===== src/rtl/irqagg_pkg.sv =====
package irqagg_pkg;
    localparam int NSRC        = 32;
    localparam int ADDR_W      = 6;
    localparam int OFF_PEND    = 'h00;
    localparam int OFF_FORCE   = 'h08;
    localparam int OFF_BLOCK   = 'h10;
    localparam int OFF_CTRL    = 'h28;
    localparam int CTRL_EDGE_B = 3;
    localparam int CTRL_NOMSG_B = 5;

    typedef enum logic {
        TRIG_LEVEL = 1'b0,
        TRIG_EDGE  = 1'b1
    } trig_mode_e;
endpackage


===== src/rtl/irqagg_detect.sv =====
module irqagg_detect
    import irqagg_pkg::*;
#(
    parameter int N = NSRC
) (
    input  logic         clk,
    input  logic         rst_n,
    input  logic [N-1:0] irq_in,
    input  trig_mode_e   mode,
    output logic [N-1:0] hw_set
);
    logic [N-1:0] samp_q;
    logic [N-1:0] hist_q;

    for (genvar i = 0; i < N; i++) begin : g_src
        always_ff @(posedge clk or negedge rst_n) begin
            if (!rst_n) begin
                samp_q[i] <= 1'b0;
                hist_q[i] <= 1'b0;
            end else begin
                samp_q[i] <= irq_in[i];
                hist_q[i] <= samp_q[i];
            end
        end

        always_comb begin
            unique case (mode)
                TRIG_LEVEL: hw_set[i] = samp_q[i];
                TRIG_EDGE:  hw_set[i] = samp_q[i] & ~hist_q[i];
                default:    hw_set[i] = 1'b0;
            endcase
        end
    end
endmodule


===== src/rtl/irqagg_cause.sv =====
module irqagg_cause #(
    parameter int N = 32
) (
    input  logic         clk,
    input  logic         rst_n,
    input  logic [N-1:0] hw_set,
    input  logic         clr_we,
    input  logic         force_we,
    input  logic [N-1:0] wdata,
    output logic [N-1:0] cause_q
);
    logic [N-1:0] keep;
    logic [N-1:0] sw_set;
    logic [N-1:0] cause_d;

    always_comb begin
        keep    = clr_we ? wdata : '1;
        sw_set  = force_we ? wdata : '0;
        // set sources are ORed after the clear so a set never loses
        cause_d = (cause_q & keep) | sw_set | hw_set;
    end

    always_ff @(posedge clk or negedge rst_n) begin
        if (!rst_n) cause_q <= '0;
        else        cause_q <= cause_d;
    end
endmodule


===== src/rtl/irqagg_regs.sv =====
module irqagg_regs
    import irqagg_pkg::*;
#(
    parameter int N  = NSRC,
    parameter int AW = ADDR_W
) (
    input  logic          clk,
    input  logic          rst_n,
    input  logic [AW-1:0] addr,
    input  logic          wr_en,
    input  logic [N-1:0]  wr_data,
    input  logic          rd_en,
    input  logic [N-1:0]  cause_q,
    output logic [N-1:0]  block_q,
    output trig_mode_e    mode_q,
    output logic          nomsg_q,
    output logic          clr_we,
    output logic          force_we,
    output logic [N-1:0]  rd_data
);
    localparam logic [AW-1:0] A_PEND  = AW'(OFF_PEND);
    localparam logic [AW-1:0] A_FORCE = AW'(OFF_FORCE);
    localparam logic [AW-1:0] A_BLOCK = AW'(OFF_BLOCK);
    localparam logic [AW-1:0] A_CTRL  = AW'(OFF_CTRL);

    logic         block_we;
    logic         ctrl_we;
    logic [N-1:0] rd_mux;
    trig_mode_e   mode_d;

    always_comb begin
        clr_we   = wr_en && (addr == A_PEND);
        force_we = wr_en && (addr == A_FORCE);
        block_we = wr_en && (addr == A_BLOCK);
        ctrl_we  = wr_en && (addr == A_CTRL);
    end

    // trigger mode transitions: LEVEL->EDGE on bit 3 written 1, EDGE->LEVEL on 0
    always_comb begin
        mode_d = mode_q;
        if (ctrl_we) begin
            unique case (mode_q)
                TRIG_LEVEL: if (wr_data[CTRL_EDGE_B])  mode_d = TRIG_EDGE;
                TRIG_EDGE:  if (!wr_data[CTRL_EDGE_B]) mode_d = TRIG_LEVEL;
                default:    mode_d = TRIG_LEVEL;
            endcase
        end
    end

    always_ff @(posedge clk or negedge rst_n) begin
        if (!rst_n) begin
            block_q <= '1;
            mode_q  <= TRIG_LEVEL;
            nomsg_q <= 1'b0;
        end else begin
            mode_q <= mode_d;
            if (block_we) block_q <= wr_data;
            if (ctrl_we)  nomsg_q <= wr_data[CTRL_NOMSG_B];
        end
    end

    always_comb begin
        rd_mux = '0;
        unique case (addr)
            A_PEND:  rd_mux = cause_q;
            A_BLOCK: rd_mux = block_q;
            A_CTRL: begin
                rd_mux[CTRL_EDGE_B]  = (mode_q == TRIG_EDGE);
                rd_mux[CTRL_NOMSG_B] = nomsg_q;
            end
            default: rd_mux = '0;
        endcase
    end

    always_ff @(posedge clk or negedge rst_n) begin
        if (!rst_n)     rd_data <= '0;
        else if (rd_en) rd_data <= rd_mux;
        else            rd_data <= '0;
    end
endmodule


===== src/rtl/irq_aggregator.sv =====
module irq_aggregator
    import irqagg_pkg::*;
#(
    parameter int N  = NSRC,
    parameter int AW = ADDR_W
) (
    input  logic          clk,
    input  logic          rst_n,
    input  logic [N-1:0]  irq_in,
    input  logic [AW-1:0] addr,
    input  logic          wr_en,
    input  logic [N-1:0]  wr_data,
    input  logic          rd_en,
    output logic [N-1:0]  rd_data,
    output logic          irq_out,
    output logic          msg_req
);
    logic [N-1:0] hw_set;
    logic [N-1:0] cause_q;
    logic [N-1:0] block_q;
    trig_mode_e   mode_q;
    logic         nomsg_q;
    logic         clr_we;
    logic         force_we;
    logic         live;

    irqagg_detect #(.N(N)) u_detect (
        .clk    (clk),
        .rst_n  (rst_n),
        .irq_in (irq_in),
        .mode   (mode_q),
        .hw_set (hw_set)
    );

    irqagg_cause #(.N(N)) u_cause (
        .clk      (clk),
        .rst_n    (rst_n),
        .hw_set   (hw_set),
        .clr_we   (clr_we),
        .force_we (force_we),
        .wdata    (wr_data),
        .cause_q  (cause_q)
    );

    irqagg_regs #(.N(N), .AW(AW)) u_regs (
        .clk      (clk),
        .rst_n    (rst_n),
        .addr     (addr),
        .wr_en    (wr_en),
        .wr_data  (wr_data),
        .rd_en    (rd_en),
        .cause_q  (cause_q),
        .block_q  (block_q),
        .mode_q   (mode_q),
        .nomsg_q  (nomsg_q),
        .clr_we   (clr_we),
        .force_we (force_we),
        .rd_data  (rd_data)
    );

    assign live = |(cause_q & ~block_q);

    always_ff @(posedge clk or negedge rst_n) begin
        if (!rst_n) begin
            irq_out <= 1'b0;
            msg_req <= 1'b0;
        end else begin
            irq_out <= live;
            msg_req <= live & ~nomsg_q;
        end
    end
endmodule


===== config.mk =====
export PLATFORM = sky130hd
export DESIGN_NAME = irq_aggregator
export DESIGN_NICKNAME = d
export VERILOG_FILES = /design/src/rtl/irqagg_pkg.sv /design/src/rtl/irqagg_detect.sv /design/src/rtl/irqagg_cause.sv /design/src/rtl/irqagg_regs.sv /design/src/rtl/irq_aggregator.sv
export SDC_FILE = /design/constraint.sdc
export NUM_CORES = 1
export LEC_CHECK = 0
export BUFFER_PORTS_ARGS = -buffer_cell sky130_fd_sc_hd__buf_2
export CELL_PAD_IN_SITES_DETAIL_PLACEMENT = 2
export CELL_PAD_IN_SITES_GLOBAL_PLACEMENT = 2
export CORE_ASPECT_RATIO = 1.75
export CORE_MARGIN = 3
export CORE_UTILIZATION = 40
export DETAILED_ROUTE_END_ITERATION = 8
export PLACE_DENSITY = 0.81
export SLEW_MARGIN = 20
export SYNTH_ARGS = -nofsm -noshare
export SYNTH_HDL_FRONTEND = slang
export SYNTH_SLANG_ARGS = --single-unit
export TNS_END_PERCENT = 1

===== constraint.sdc =====
create_clock -name clk -period 3.2 [get_ports clk]
set_clock_uncertainty 0.1 [all_clocks]
set_input_delay 0.48 -clock clk [delete_from_list [all_inputs] [get_ports clk]]
set_output_delay 0.48 -clock clk [all_outputs]
set_load 0.005 [all_outputs]

## After elaboration in Yosys (flattened, before gate mapping)

Index checks and enable logic that the tools add are counted.

| storage, ports and cells | value |
|---|---|
| register bits after elaboration | 164 |
| input port bits | 74 |
| output and inout port bits | 34 |
| word-level logic and storage cells | 193 |

| operators by class | value |
|---|---|
| equality and inequality tests | 3 |
| mux-type cells | 41 |
| bitwise logic cells | 72 |
| reduce and logical (&&, ||, !) cells | 6 |

Operators with widths:

| cell | number |
|---|---|
| $mux 32 | 3 |
| $pmux 1 s2 | 33 |
| $and 32x32->32 | 2 |
| $or 32x32->32 | 2 |
| $pmux 26 s2 | 1 |
| $not 1->1 | 34 |
| $and 1x1->1 | 33 |
| $not 32->32 | 1 |
| $reduce_or 32->1 | 1 |
| $eq 6x4->1 const B | 1 |
| $eq 6x5->1 const B | 1 |
| $eq 6x6->1 const B | 1 |
| $logic_not 6->1 | 1 |
| $pmux 1 s3 | 2 |
| $pmux 3 s2 | 1 |
| $logic_and 1x1->1 | 4 |
| $mux 1 | 1 |

## Logic depth before layout (Yosys ltp)

Gate-level depths: netlist of the first run.

| depth | value |
|---|---|
| depth in word-level cells | 6 |
| depth in mapped cells | 7 |
| gate-level depth less buffers | 4 |

## Modules after synthesis

Synthesis of the first run repeated with hierarchy kept, for this count alone.

| second synthesis, totals | value |
|---|---|
| cells, all modules | 500 |
| area, all modules | 6622.6 sq um |

Modules (own cells, without submodules):

| module | instances | cells each | area an instance (sq um) | sequential area each (sq um) |
|---|---|---|---|---|
| irqagg_regs | 1 | 189 | 2807.7 | 1691.6 |
| irqagg_detect | 1 | 99 | 1988.2 | 1601.5 |
| irqagg_cause | 1 | 166 | 1486.4 | 800.8 |
| irq_aggregator | 1 | 46 | 340.3 | 50.0 |

## Worst setup path after synthesis of the first run

Ideal clock, no wire load.

| timing path | value |
|---|---|
| path kind | input to register |
| from | in addr[5] |
| to | reg u_regs.block_q[10] |
| setup time | 82 ps |
| arrival time | 1712 ps |
| required time | 3018 ps |
| setup slack | 1305 ps |
| stages on the path | 6 |
| path buffers | 2 |
| cell sequence | nor4_2 and2b_1 and3_4 buf_8 buf_12 mux2_4 |

| on the way | value |
|---|---|
| cells in the longest elaborated chain, start to end | 2 |

Ends and longest elaborated chain:

| what | RTL line | source |
|---|---|---|
| start: declaration | irq_aggregator.sv:10 | `input logic [AW-1:0] addr,` |
| $eq 6x5->1 | irqagg_regs.sv:34 | `block_we = wr_en && (addr == A_BLOCK);` |
| $logic_and 1x1->1 | irqagg_regs.sv:34 |  |
| end signal: assignment | irqagg_regs.sv:57 | `if (block_we) block_q <= wr_data;` |
| end: declaration | irqagg_regs.sv:14 | `output logic [N-1:0] block_q,` |

Every way passes these cells.
A chain may end at the register's enable or synchronous reset.

## Worst setup path in the final report of the first run

| timing path | value |
|---|---|
| from | in addr[4] |
| to | reg u_cause.cause_q[31] |

| on the way | value |
|---|---|
| cells in the longest elaborated chain, start to end | 6 |
| elaborated cells on any way between the ends | 9 |
| those cells by class | eq/ne (1); mux (2); bitwise (3); reduce/logical (3) |

Ends and longest elaborated chain:

| what | RTL line | source |
|---|---|---|
| $logic_not 6->1 | irqagg_regs.sv:32 | `clr_we = wr_en && (addr == A_PEND);` |
| $logic_and 1x1->1 | irqagg_regs.sv:32 |  |
| $mux 32 | irqagg_cause.sv:17 | `keep = clr_we ? wdata : '1;` |
| $and 32x32->32 | irqagg_cause.sv:20 | `cause_d = (cause_q & keep) \| sw_set \| hw_set;` |
| $or 32x32->32 * (2 in a row) | irqagg_cause.sv:20 |  |
| net u_cause.cause_d[31] | irqagg_cause.sv:14 | `logic [N-1:0] cause_d;` |
| end signal: assignment | irqagg_cause.sv:25 | `else cause_q <= cause_d;` |
| end: declaration | irqagg_cause.sv:10 | `output logic [N-1:0] cause_q` |

Mark *: on every way through the listed nets, which the timed path passes. The rest lies on a longest branch.

==> results of run 1 <==
[per-layer routing]
metal / track usage / wire, µm / vias up
met5: 0 / 17 / -
met4: 0.09560 / 616 / 2
met3: 0.04708 / 671 / 40
met2: 0.4362 / 10740 / 123
met1: 0.2541 / 7062 / 2320
li1: - / - / 1896
[layout make-up]
type | count | share of cell area
diodes | 1 | 0.0003302
clock buffers | 23 | 0.06175
clock inverters | 9 | 0.01734
inverters | 8 | 0.003962
multi-input cells | 308 | 0.2572
flip-flops and latches | 164 | 0.5468
well taps | 183 | 0.03021
repair buffers | 116 | 0.08238
[cells in the final DEF, fill, tap and decap left out, types with 4 or more instances in the layout]
cell type / Yosys / routed
dfrtp_1: 132 / 132
buf_2: 4 / 106
nand2_1: 68 / 68
nor2_1: 63 / 63
a21oi_1: 33 / 33
dfstp_2: 32 / 32
mux2i_1: 30 / 30
o21ai_1: 30 / 30
mux2_4: 30 / 30
nand2b_1: 24 / 24
clkbuf_16: 0 / 17
inv_1: 8 / 8
o2111ai_1: 8 / 8
buf_4: 0 / 7
clkbuf_1: 14 / 4
[cell families after synthesis]
| family | Yosys count | synth area share |
|---|---|---|
| compound gates | 76 | 0.06624 |
| simple gates | 167 | 0.1159 |
| flops | 164 | 0.6608 |
| buf+inv | 30 | 0.02833 |
| mux | 65 | 0.1287 |
[cell usage after synthesis, types with 8 or more instances]
| master | count |
|---|---|
| nand2_1 | 68 |
| nand2b_1 | 24 |
| mux2_4 | 30 |
| mux2i_1 | 30 |
| o2111ai_1 | 8 |
| dfstp_2 | 32 |
| dfrtp_1 | 132 |
| a21oi_1 | 33 |
| clkbuf_1 | 14 |
| inv_1 | 8 |
| o21ai_1 | 30 |
| nor2_1 | 63 |
[stage by stage]
step / total power [mW] / hold slack [ps] / util / setup slack (ps) / std cells
finish: 4.795 / 52.10 / 0.5008 / 1094 / 812
global route: 4.967 / 42.13 / 0.5008 / 991.3 / 812
CTS: 4.840 / 40.25 / 0.5006 / 1131 / 811
detailed placement: 2.696 / 264.5 / 0.4604 / 767.3 / 778
global placement: 2.667 / 260.7 / 0.4604 / 841.0 / 778
floorplan: 2.496 / 84.41 / - / 1305 / 502
[sequential cells by signal (all words and copies together), names as in the netlist]
signal / flops
irq_out: 1
msg_req: 1
u_cause.cause_q: 32
u_detect.hist_q: 32
u_detect.samp_q: 32
u_regs.block_q: 32
u_regs.mode_q: 1
u_regs.nomsg_q: 1
u_regs.rd_data: 32
[worst max-delay path, delay by kind of cell]
| kind | cells | cell delay (ps) |
|---|---|---|
| buffers and inverters | 3 | 1240 |
| AND/OR/NAND/NOR | 3 | 320 |
| AO/OA/AOI/OAI | 1 | 240 |
[what timing repair did]
item                                   4_1_cts  5_1_grt
hold buffers                                 1        0
endpoints found under the hold margin       30        0
buffers inserted                             0        0
[final timing paths]
kind,to,slack (ps),cells after the start
max,u_cause.cause_q[31],1090,7
min,u_detect.samp_q[12],50,1
max reg2reg,msg_req,1340,4
min reg2reg,u_detect.hist_q[19],280,0
max in group asynchronous,u_regs.block_q[29],1720,3
min in group asynchronous,u_regs.rd_data[14],420,2
[power by group through the flow]
stage                     clock network (mW)  registers, mW  logic [mW]
after floorplan                            0           2.30       0.200
after global placement                     0           2.32       0.350
after detailed placement                   0           2.33       0.370
after CTS                               2.15           2.30       0.387
after global routing                    2.24           2.32       0.412
final                                   2.11           2.30       0.378
==> results.sh, run 1 <==
export IMPL_crit_type="input port to register"
export IMPL_worst_pin_slew_ps=672.5
export IMPL_maxCapViolCount=0
export IMPL_synth_top_cell_by_area="dfrtp_1"
export IMPL_track_usage=0.2344
export IMPL_seq_area_frac_synth=0.6608
export IMPL_final_area_um2=7579
export IMPL_critPathRequiredTime_ps=3410
export IMPL_comb_power_share=0.079
export IMPL_die_w_um=100.7
export IMPL_register_area_um2=4144
export IMPL_first_pass_iters=4
export IMPL_rsz0062_at_grt="false"
export IMPL_cts_sinks=164
export IMPL_port_buffers=107
export IMPL_reg2reg_from="u_regs.block_q[23]"
export IMPL_cp_slowest_stage_delay_ps=480
export IMPL_start_kind="input port"
export IMPL_synth_ff_type="dfrtp_1"
export IMPL_synthCells=502
export IMPL_sequentialPowerShare=0.480
export IMPL_post_dp_cell_area_um2=6967
export IMPL_grt_pass1_wl_um=30300
export IMPL_min_from="irq_in[12]"
export IMPL_vdd_drop_max_mv=0.3339
export IMPL_syn_area_per_cell_um2=12.49
export IMPL_die_area_um2=17280
export IMPL_tritoncts="built"
export IMPL_pin_count=108
export IMPL_worst_setup_path_end_kind="register"
export IMPL_grt_ovfl_total=0
export IMPL_coreArea_um2=15130
export IMPL_grt_max_degree=57
export IMPL_final_nets=689
export IMPL_synth_area_top_cells="dfrtp_1 53%, dfstp_2 13%, mux2_4 7.2%, mux2i_1 4.8%, nand2_1 4.1%"
export IMPL_cp_max_fo=32
export IMPL_crit_path_start="addr[4]"
export IMPL_hold_viol_final=0
export IMPL_status="completed"
export IMPL_yosysWarnings=0
export IMPL_setup_tns_final_ps=0
export IMPL_synth_cell_types=27
export IMPL_switchingPower_mw=1.132
export IMPL_drv_slew=0
export IMPL_hp_class="input port to register"
export IMPL_via_per_inst=5.395
export IMPL_p_leak_nw=3.684
export IMPL_totalWireLength_um=19110
export IMPL_p_per_area_nw_per_um2=632.7
export IMPL_setup_viol=0
export IMPL_layout_drive_gt1_share=0.3344
export IMPL_via_count=4381
export IMPL_crit_path_top_delay_cell="buf_4"
export IMPL_multiInputGateArea_um2=1949
export IMPL_grt_pass1_vias=5324
export IMPL_cts_made_buffers=17
export IMPL_cts_resized_gates=0
export IMPL_die_height_um=171.6
export IMPL_power_clock_fraction=0.441
export IMPL_synth_edf_count=0
export IMPL_gp_congestion=0.7427
export IMPL_drc=0
export IMPL_clkTransAtPathRegs_ps=70
export IMPL_period_share=0.6580
export IMPL_dp_hpwl_um=11460
export IMPL_syn_nets=576
export IMPL_drt_iter0_markers=116
export IMPL_cts_max_level=4
export IMPL_synth_area_um2=6271
export IMPL_clock_fmax_ghz=0.4749
export IMPL_ant_nets=0
export IMPL_period_needed_ps=2106
export IMPL_num_rows=59
export IMPL_fillers=1511
export IMPL_cts_root_buf="clkbuf_16"
export IMPL_synth_top_area_share=0.5267
export IMPL_path_cells="buf_2, buf_4, nor2_1, nand3_1, buf_4, nor2_1, o21ai_0"
export IMPL_relSlewSlack=0.5517
export IMPL_antenna_found_initial=2
export IMPL_initial_utilization=0.4144
export IMPL_cp_arrival_ps=2320
export IMPL_clk_path_buf_depth=2
export IMPL_synthArstFlopShare=1.000
export IMPL_p_int_mw=3.663
export IMPL_ys_ff_latch=164
export IMPL_clk_latency_ps=430
export IMPL_wl_per_cell_um=23.54
export IMPL_area_growth_pct=20.85
export IMPL_swShare=0.2361
Power figures use the tool's default switching activity.
==> run 2: changes to the inputs <==
--- a/config.mk
+++ b/config.mk
@@ -10,9 +10,9 @@
 export CELL_PAD_IN_SITES_GLOBAL_PLACEMENT = 2
 export CORE_ASPECT_RATIO = 1.75
 export CORE_MARGIN = 3
-export CORE_UTILIZATION = 40
+export CORE_UTILIZATION = 33
 export DETAILED_ROUTE_END_ITERATION = 8
-export PLACE_DENSITY = 0.81
+export PLACE_DENSITY = 0.71
 export SLEW_MARGIN = 20
 export SYNTH_ARGS = -nofsm -noshare
 export SYNTH_HDL_FRONTEND = slang
==> constraint.sdc (replaced) <==
create_clock -name clk -period 1.8 [get_ports clk]
set_clock_uncertainty 0.1 [all_clocks]
set_input_delay 0.27 -clock clk [delete_from_list [all_inputs] [get_ports clk]]
set_output_delay 0.27 -clock clk [all_outputs]
set_load 0.005 [all_outputs]
==> run 2 against run 1 <==
Via count is essentially flat. Global-route usage shrank 4.7 points. Power grew 78%. Register-to-register slack lost 1200 ps. Sequential share of layout area shrank 3.7 points. Final cell count grew 12%. Routed wire length shrank 5.0%. First-iteration DRC count shrank 9.5%. Largest cell class unchanged. Highest routed layer unchanged.
==> results.sh, run 2 (synthesized netlist as in run 1, its figures left out) <==
export IMPL_grt_pass1_vias=5182
export IMPL_multiInputGateArea_um2=1956
export IMPL_grt_max_degree=54
export IMPL_status="completed"
export IMPL_register_area_um2=4144
export IMPL_gp_congestion=0.7789
export IMPL_final_nets=732
export IMPL_clkTransAtPathRegs_ps=60
export IMPL_die_height_um=188.4
export IMPL_final_common_cell="dfrtp_1"
export IMPL_maxCapViolCount=0
export IMPL_critPathRequiredTime_ps=2000
export IMPL_dp_cells=840
export IMPL_vdd_drop_max_mv=0.5334
export IMPL_layout_cells_non_filler=908
export IMPL_via_per_inst=4.828
export IMPL_coreArea_um2=18660
export IMPL_clk_path_buf_depth=2
export IMPL_die_w_um=110.2
export IMPL_ant_nets=0
export IMPL_dp_hpwl_um=12080
export IMPL_period_share=0.9255
export IMPL_hp_class="input port to register"
export IMPL_worst_setup_path_end_kind="register"
export IMPL_drt_iter0_markers=105
export IMPL_area_growth_pct=29.59
export IMPL_final_area_um2=8127
export IMPL_post_dp_cell_area_um2=7151
export IMPL_final_cell_mix="132 x dfrtp_1, 106 x buf_2, 68 x nand2_1"
export IMPL_pin_count=108
export IMPL_layout_drive_gt1_share=0.3254
export IMPL_via_count=4384
export IMPL_period_needed_ps=1666
export IMPL_p_leak_nw=3.892
export IMPL_p_per_area_nw_per_um2=1053
export IMPL_cp_arrival_ps=1870
export IMPL_clk_latency_ps=430
export IMPL_fillers=1923
export IMPL_die_area_um2=20760
export IMPL_initial_utilization=0.3360
export IMPL_first_pass_iters=4
export IMPL_start_kind="register"
export IMPL_setup_viol=0
export IMPL_grt_ovfl_total=0
export IMPL_rsz0062_at_grt="false"
export IMPL_port_buffers=107
export IMPL_cp_max_fo=3
export IMPL_switchingPower_mw=1.936
export IMPL_grt_pass1_wl_um=28720
export IMPL_cts_root_buf="clkbuf_16"
export IMPL_track_usage=0.1873
export IMPL_drc=0
export IMPL_sequentialPowerShare=0.476
export IMPL_drv_slew=0
export IMPL_power_clock_fraction=0.439
export IMPL_totalWireLength_um=18160
export IMPL_comb_power_share=0.086
export IMPL_antenna_found_initial=1
export IMPL_num_rows=66
export IMPL_final_util=0.4354
export IMPL_cts_sinks=164
export IMPL_cts_made_buffers=17
export IMPL_antennaDiodeCount=0
export IMPL_wl_per_cell_um=20.00
export IMPL_tritoncts="built"
export IMPL_cts_max_level=4
export IMPL_crit_type="register to register"
export IMPL_clock_fmax_ghz=0.6003
export IMPL_p_int_mw=6.619
export IMPL_hold_viol_final=0
export IMPL_worst_pin_slew_ps=382.1
export IMPL_swShare=0.2263
export IMPL_holdWs_ps=11.36
export IMPL_relSlewSlack=0.7429
-- run 2: worst paths after layout --
check | cells after the start | end | start | slack, ps
setup / recovery | 4 | msg_req | u_regs.block_q[9] | 130
hold / removal | 2 | u_regs.block_q[16] | wr_data[16] | 10
setup reg to reg | 4 | msg_req | u_regs.block_q[9] | 130
hold reg to reg | 0 | u_detect.hist_q[4] | u_detect.samp_q[4] | 270
max in group asynchronous | 3 | u_regs.block_q[30] | rst_n | 710
min in group asynchronous | 2 | u_cause.cause_q[6] | rst_n | 220
-- run 2: through the flow --
stage	setup TNS (ps)	setup slack (ps)	power, mW
floorplan	0	115.4	4.437
CTS	0	32.18	8.689
finish	0	134.2	8.556
detailed placement	-643.4	-50.61	4.812
global route	0	3.017	8.934
global placement	-7.871	-7.871	4.762
-- run 2: per-layer routing --
layer	global-route usage	vias to the layer above	part of all wire	routed length, µm
met3	0.04457	26	0.036	649
li1	-	1985	-	-
met2	0.3452	95	0.57	10290
met1	0.2001	2276	0.37	6731
met5	0	-	0.00061	11
met4	0.07255	2	0.026	475
-- run 2: power by group through the flow --
stage / sequential, mW / combinational (mW) / clock [mW]
floorplan: 4.08 / 0.356 / 0
finish: 4.07 / 0.734 / 3.75
global placement: 4.11 / 0.654 / 0
detailed placement: 4.13 / 0.686 / 0
CTS: 4.07 / 0.754 / 3.86
global route: 4.09 / 0.812 / 4.03
-- run 2: layout make-up --
type                    count  area share
well taps                 238     0.03664
clock buffers              20     0.05373
multi-input cells         308      0.2406
flip-flops and latches    164      0.5099
inverters                   8    0.003695
clock inverters            11     0.02002
repair buffers            159      0.1353
-- run 2: what timing repair did --
action	4_1_cts	5_1_grt
setup endpoints to repair	0	2
gates resized for setup	0	1
hold endpoints to repair	71	1
buffers inserted	0	0
hold buffers	36	1
-- run 2: worst max-delay path: stages, from the launching register on --
cell and delay (ps):
dfstp_2 550, nand2b_1 230, o2111ai_1 240, nor4_2 310, a21oi_1 120
==> run 3: changes to the inputs <==
--- a/config.mk
+++ b/config.mk
@@ -5,14 +5,15 @@
 export SDC_FILE = /design/constraint.sdc
 export NUM_CORES = 1
 export LEC_CHECK = 0
+export ABC_AREA = 1
 export BUFFER_PORTS_ARGS = -buffer_cell sky130_fd_sc_hd__buf_2
 export CELL_PAD_IN_SITES_DETAIL_PLACEMENT = 2
 export CELL_PAD_IN_SITES_GLOBAL_PLACEMENT = 2
 export CORE_ASPECT_RATIO = 1.75
 export CORE_MARGIN = 3
-export CORE_UTILIZATION = 33
+export CORE_UTILIZATION = 31
 export DETAILED_ROUTE_END_ITERATION = 8
-export PLACE_DENSITY = 0.71
+export PLACE_DENSITY = 0.72
 export SLEW_MARGIN = 20
 export SYNTH_ARGS = -nofsm -noshare
 export SYNTH_HDL_FRONTEND = slang
==> run 3 against run 2 <==
Global-route usage rose by 1.3 points. Critical path depth increased by 3. First-iteration DRC count up 8.6%. Largest cell class unchanged. Non-clock buffer count up 23. Routed wire length grew 12%. Worst setup slack better by 260 ps. Die area is 5.1% higher. Register-to-register slack better by 260 ps.
==> results.sh, run 3 <==
export IMPL_status="completed"
export IMPL_clkTransAtPathRegs_ps=70
export IMPL_grt_max_degree=40
export IMPL_reg2regPathDepth=7
export IMPL_syn_area_per_cell_um2=9.680
export IMPL_crit_path_start="u_regs.block_q[8]"
export IMPL_p_per_area_nw_per_um2=1050
export IMPL_synth_edf_count=0
export IMPL_synth_simple_gate_area_frac=0.2063
export IMPL_setup_viol=0
export IMPL_synthAdderAreaFrac=0
export IMPL_first_pass_iters=4
export IMPL_p_int_mw=6.593
export IMPL_grt_ovfl_total=0
export IMPL_syn_nets=715
export IMPL_synth_area_top_cells="dfrtp_1 53%, dfstp_2 14%, nand2_1 12%, nand3_1 5.7%, a21oi_1 4.1%"
export IMPL_final_cell_mix="191 x nand2_1, 132 x dfrtp_1, 106 x buf_2"
export IMPL_register_area_um2=4144
export IMPL_holdWs_ps=13.54
export IMPL_switchingPower_mw=2.166
export IMPL_fillers=2104
export IMPL_swShare=0.2473
export IMPL_coreArea_um2=19450
export IMPL_period_share=0.7817
export IMPL_crit_path_top_delay_cell="dfstp_2"
export IMPL_die_area_um2=21820
export IMPL_synth_top_cell_by_area="dfrtp_1"
export IMPL_rsz0062_at_grt="false"
export IMPL_layout_drive_gt1_share=0.2482
export IMPL_totalWireLength_um=20360
export IMPL_cp_top_family="flip-flops"
export IMPL_relSlewSlack=0.7173
export IMPL_cts_resized_gates=0
export IMPL_setup_tns_final_ps=0
export IMPL_drv_slew=0
export IMPL_grt_pass1_vias=6117
export IMPL_worst_setup_path_end_kind="register"
export IMPL_clk_latency_ps=440
export IMPL_maxCapViolCount=0
export IMPL_die_height_um=193.2
export IMPL_synthCells=641
export IMPL_seq_area_frac_synth=0.6679
export IMPL_port_buffers=107
export IMPL_wl_per_cell_um=19.08
export IMPL_num_rows=67
export IMPL_cp_arrival_ps=1620
export IMPL_yosysWarnings=0
export IMPL_synth_cell_types=18
export IMPL_ant_nets=0
export IMPL_crit_top_cell="nand2_1"
export IMPL_worst_pin_slew_ps=424.1
export IMPL_path_buf_inv=1
export IMPL_dp_hpwl_um=13820
export IMPL_reg2reg_from="u_regs.block_q[8]"
export IMPL_grt_pass1_wl_um=33240
export IMPL_pin_count=108
export IMPL_synthArstFlopShare=1.000
export IMPL_clk_path_buf_depth=2
export IMPL_synth_most_common_cell="nand2_1"
export IMPL_via_per_inst=4.878
export IMPL_reg2reg_to="msg_req"
export IMPL_track_usage=0.2007
export IMPL_worstHoldPathCells=3
export IMPL_antenna_found_initial=0
export IMPL_ys_ff_latch=164
export IMPL_synth_top_area_share=0.5324
export IMPL_power_clock_fraction=0.454
export IMPL_final_nets=887
export IMPL_start_kind="register"
export IMPL_vdd_drop_max_mv=0.8247
export IMPL_synth_xor_area_share=0
export IMPL_multiInputGateArea_um2=1803
export IMPL_clock_fmax_ghz=0.7107
export IMPL_synth_top_cells_by_count="191 x nand2_1, 132 x dfrtp_1, 71 x nand3_1"
export IMPL_cts_sinks=164
export IMPL_drt_iter0_markers=114
export IMPL_min_from="wr_data[29]"
export IMPL_hold_path_end="u_cause.cause_q[29]"
export IMPL_critPathRequiredTime_ps=2020
export IMPL_period_needed_ps=1407
export IMPL_antennaDiodeCount=0
export IMPL_cp_slowest_stage_delay_ps=540
export IMPL_hold_viol_final=0
export IMPL_synth_top_family_by_area="simple AND/OR/NAND/NOR gates"
export IMPL_hp_class="input port to register"
export IMPL_cts_max_level=4
export IMPL_synth_mux_area_frac=0
export IMPL_final_common_cell="nand2_1"
export IMPL_crit_type="register to register"
export IMPL_via_count=5205
export IMPL_synth_compound_area_frac=0.08127
export IMPL_die_w_um=112.9
export IMPL_synth_ff_type="dfrtp_1"
export IMPL_drc=0
export IMPL_tritoncts="built"
export IMPL_r2r_slack_ps=390
export IMPL_area_growth_pct=34.38
export IMPL_gp_congestion=0.7610
export IMPL_cts_made_buffers=17
export IMPL_initial_utilization=0.3190
export IMPL_path_cells="inv_1, nand2_1, nand2_1, nor2_1, nand2_1, nor2_1, a21oi_1"
export IMPL_sequentialPowerShare=0.461
export IMPL_cp_max_fo=2
export IMPL_comb_power_share=0.085
export IMPL_cts_root_buf="clkbuf_16"
export IMPL_synth_area_um2=6205
export IMPL_p_leak_nw=3.928
## run 3: cell count changes after synthesis, sizes merged, moves of 21 or more
cell,change
mux2i,-30
mux2,-35
nand2b,-24
nand3,+70
nor2,-21
inv,+33
nand2,+124
a21oi,+23
## run 3: routing by layer
layer	vias to the layer above	wire length, µm	global-route usage	share of wire
met5	-	0	0	0
met4	0	443	0.06895	0.022
met3	29	531	0.03748	0.026
met2	97	11530	0.3804	0.57
met1	2683	7852	0.2225	0.39
li1	2396	-	-	-
## run 3: how the worst max path moves through the flow
stage,depth (start not counted),to,slack [ps]
2_1_floorplan,7,u_regs.block_q[25],270
3_3_place_gp,7,u_regs.rd_data[27],110
3_5_place_dp,8,u_cause.cause_q[6],30
4_1_cts,7,msg_req,330
5_1_grt,7,msg_req,250
6_report,7,msg_req,390
## run 3: logic make-up (layout without fill, tap and decap cells)
group                  Yosys count  after routing
and+or+nand+nor                310            310
DFF                            164            164
AOI/OAI and AO/OA               97             97
buffers and inverters           70            255
## run 3: worst reg2reg max path, stage by stage (launching register included)
cell	delay [ps]
dfstp_2	540
inv_1	50
nand2_1	70
nand2_1	70
nor2_1	120
nand2_1	80
nor2_1	160
a21oi_1	90
## run 3: timing repair
item	in CTS	in global routing
hold endpoints to repair	158	0
buffers inserted	0	0
hold buffers	51	0
## run 3: stage by stage
step	power (mW)	area (µm²)	cells	worst slack [ps]	utilization
floorplan	4.362	6205	641	269.5	-
CTS	8.871	8338	1067	332.0	0.4287
detailed placement	4.776	7187	984	28.55	0.3695
global route	9.164	8338	1067	253.7	0.4287
global placement	4.718	7187	984	108.3	0.3695
finish	8.759	8338	1067	393.0	0.4287
## run 3: area by class of cell
cell class / instances / area share
tap: 241 / 0.03616
clock buffer: 17 / 0.05102
inverter: 41 / 0.01846
clock inverter: 15 / 0.02581
sequential: 164 / 0.4970
timing repair buffer: 182 / 0.1553
multi-input combinational: 407 / 0.2162
## run 3: power by group through the flow
| stage | Sequential (mW) | Combinational [mW] | Clock [mW] |
|---|---|---|---|
| floorplan | 4.07 | 0.291 | 0 |
| global placement | 4.09 | 0.630 | 0 |
| detailed placement | 4.11 | 0.669 | 0 |
| CTS | 4.04 | 0.764 | 4.07 |
| global route | 4.06 | 0.847 | 4.26 |
| finish | 4.04 | 0.742 | 3.98 |
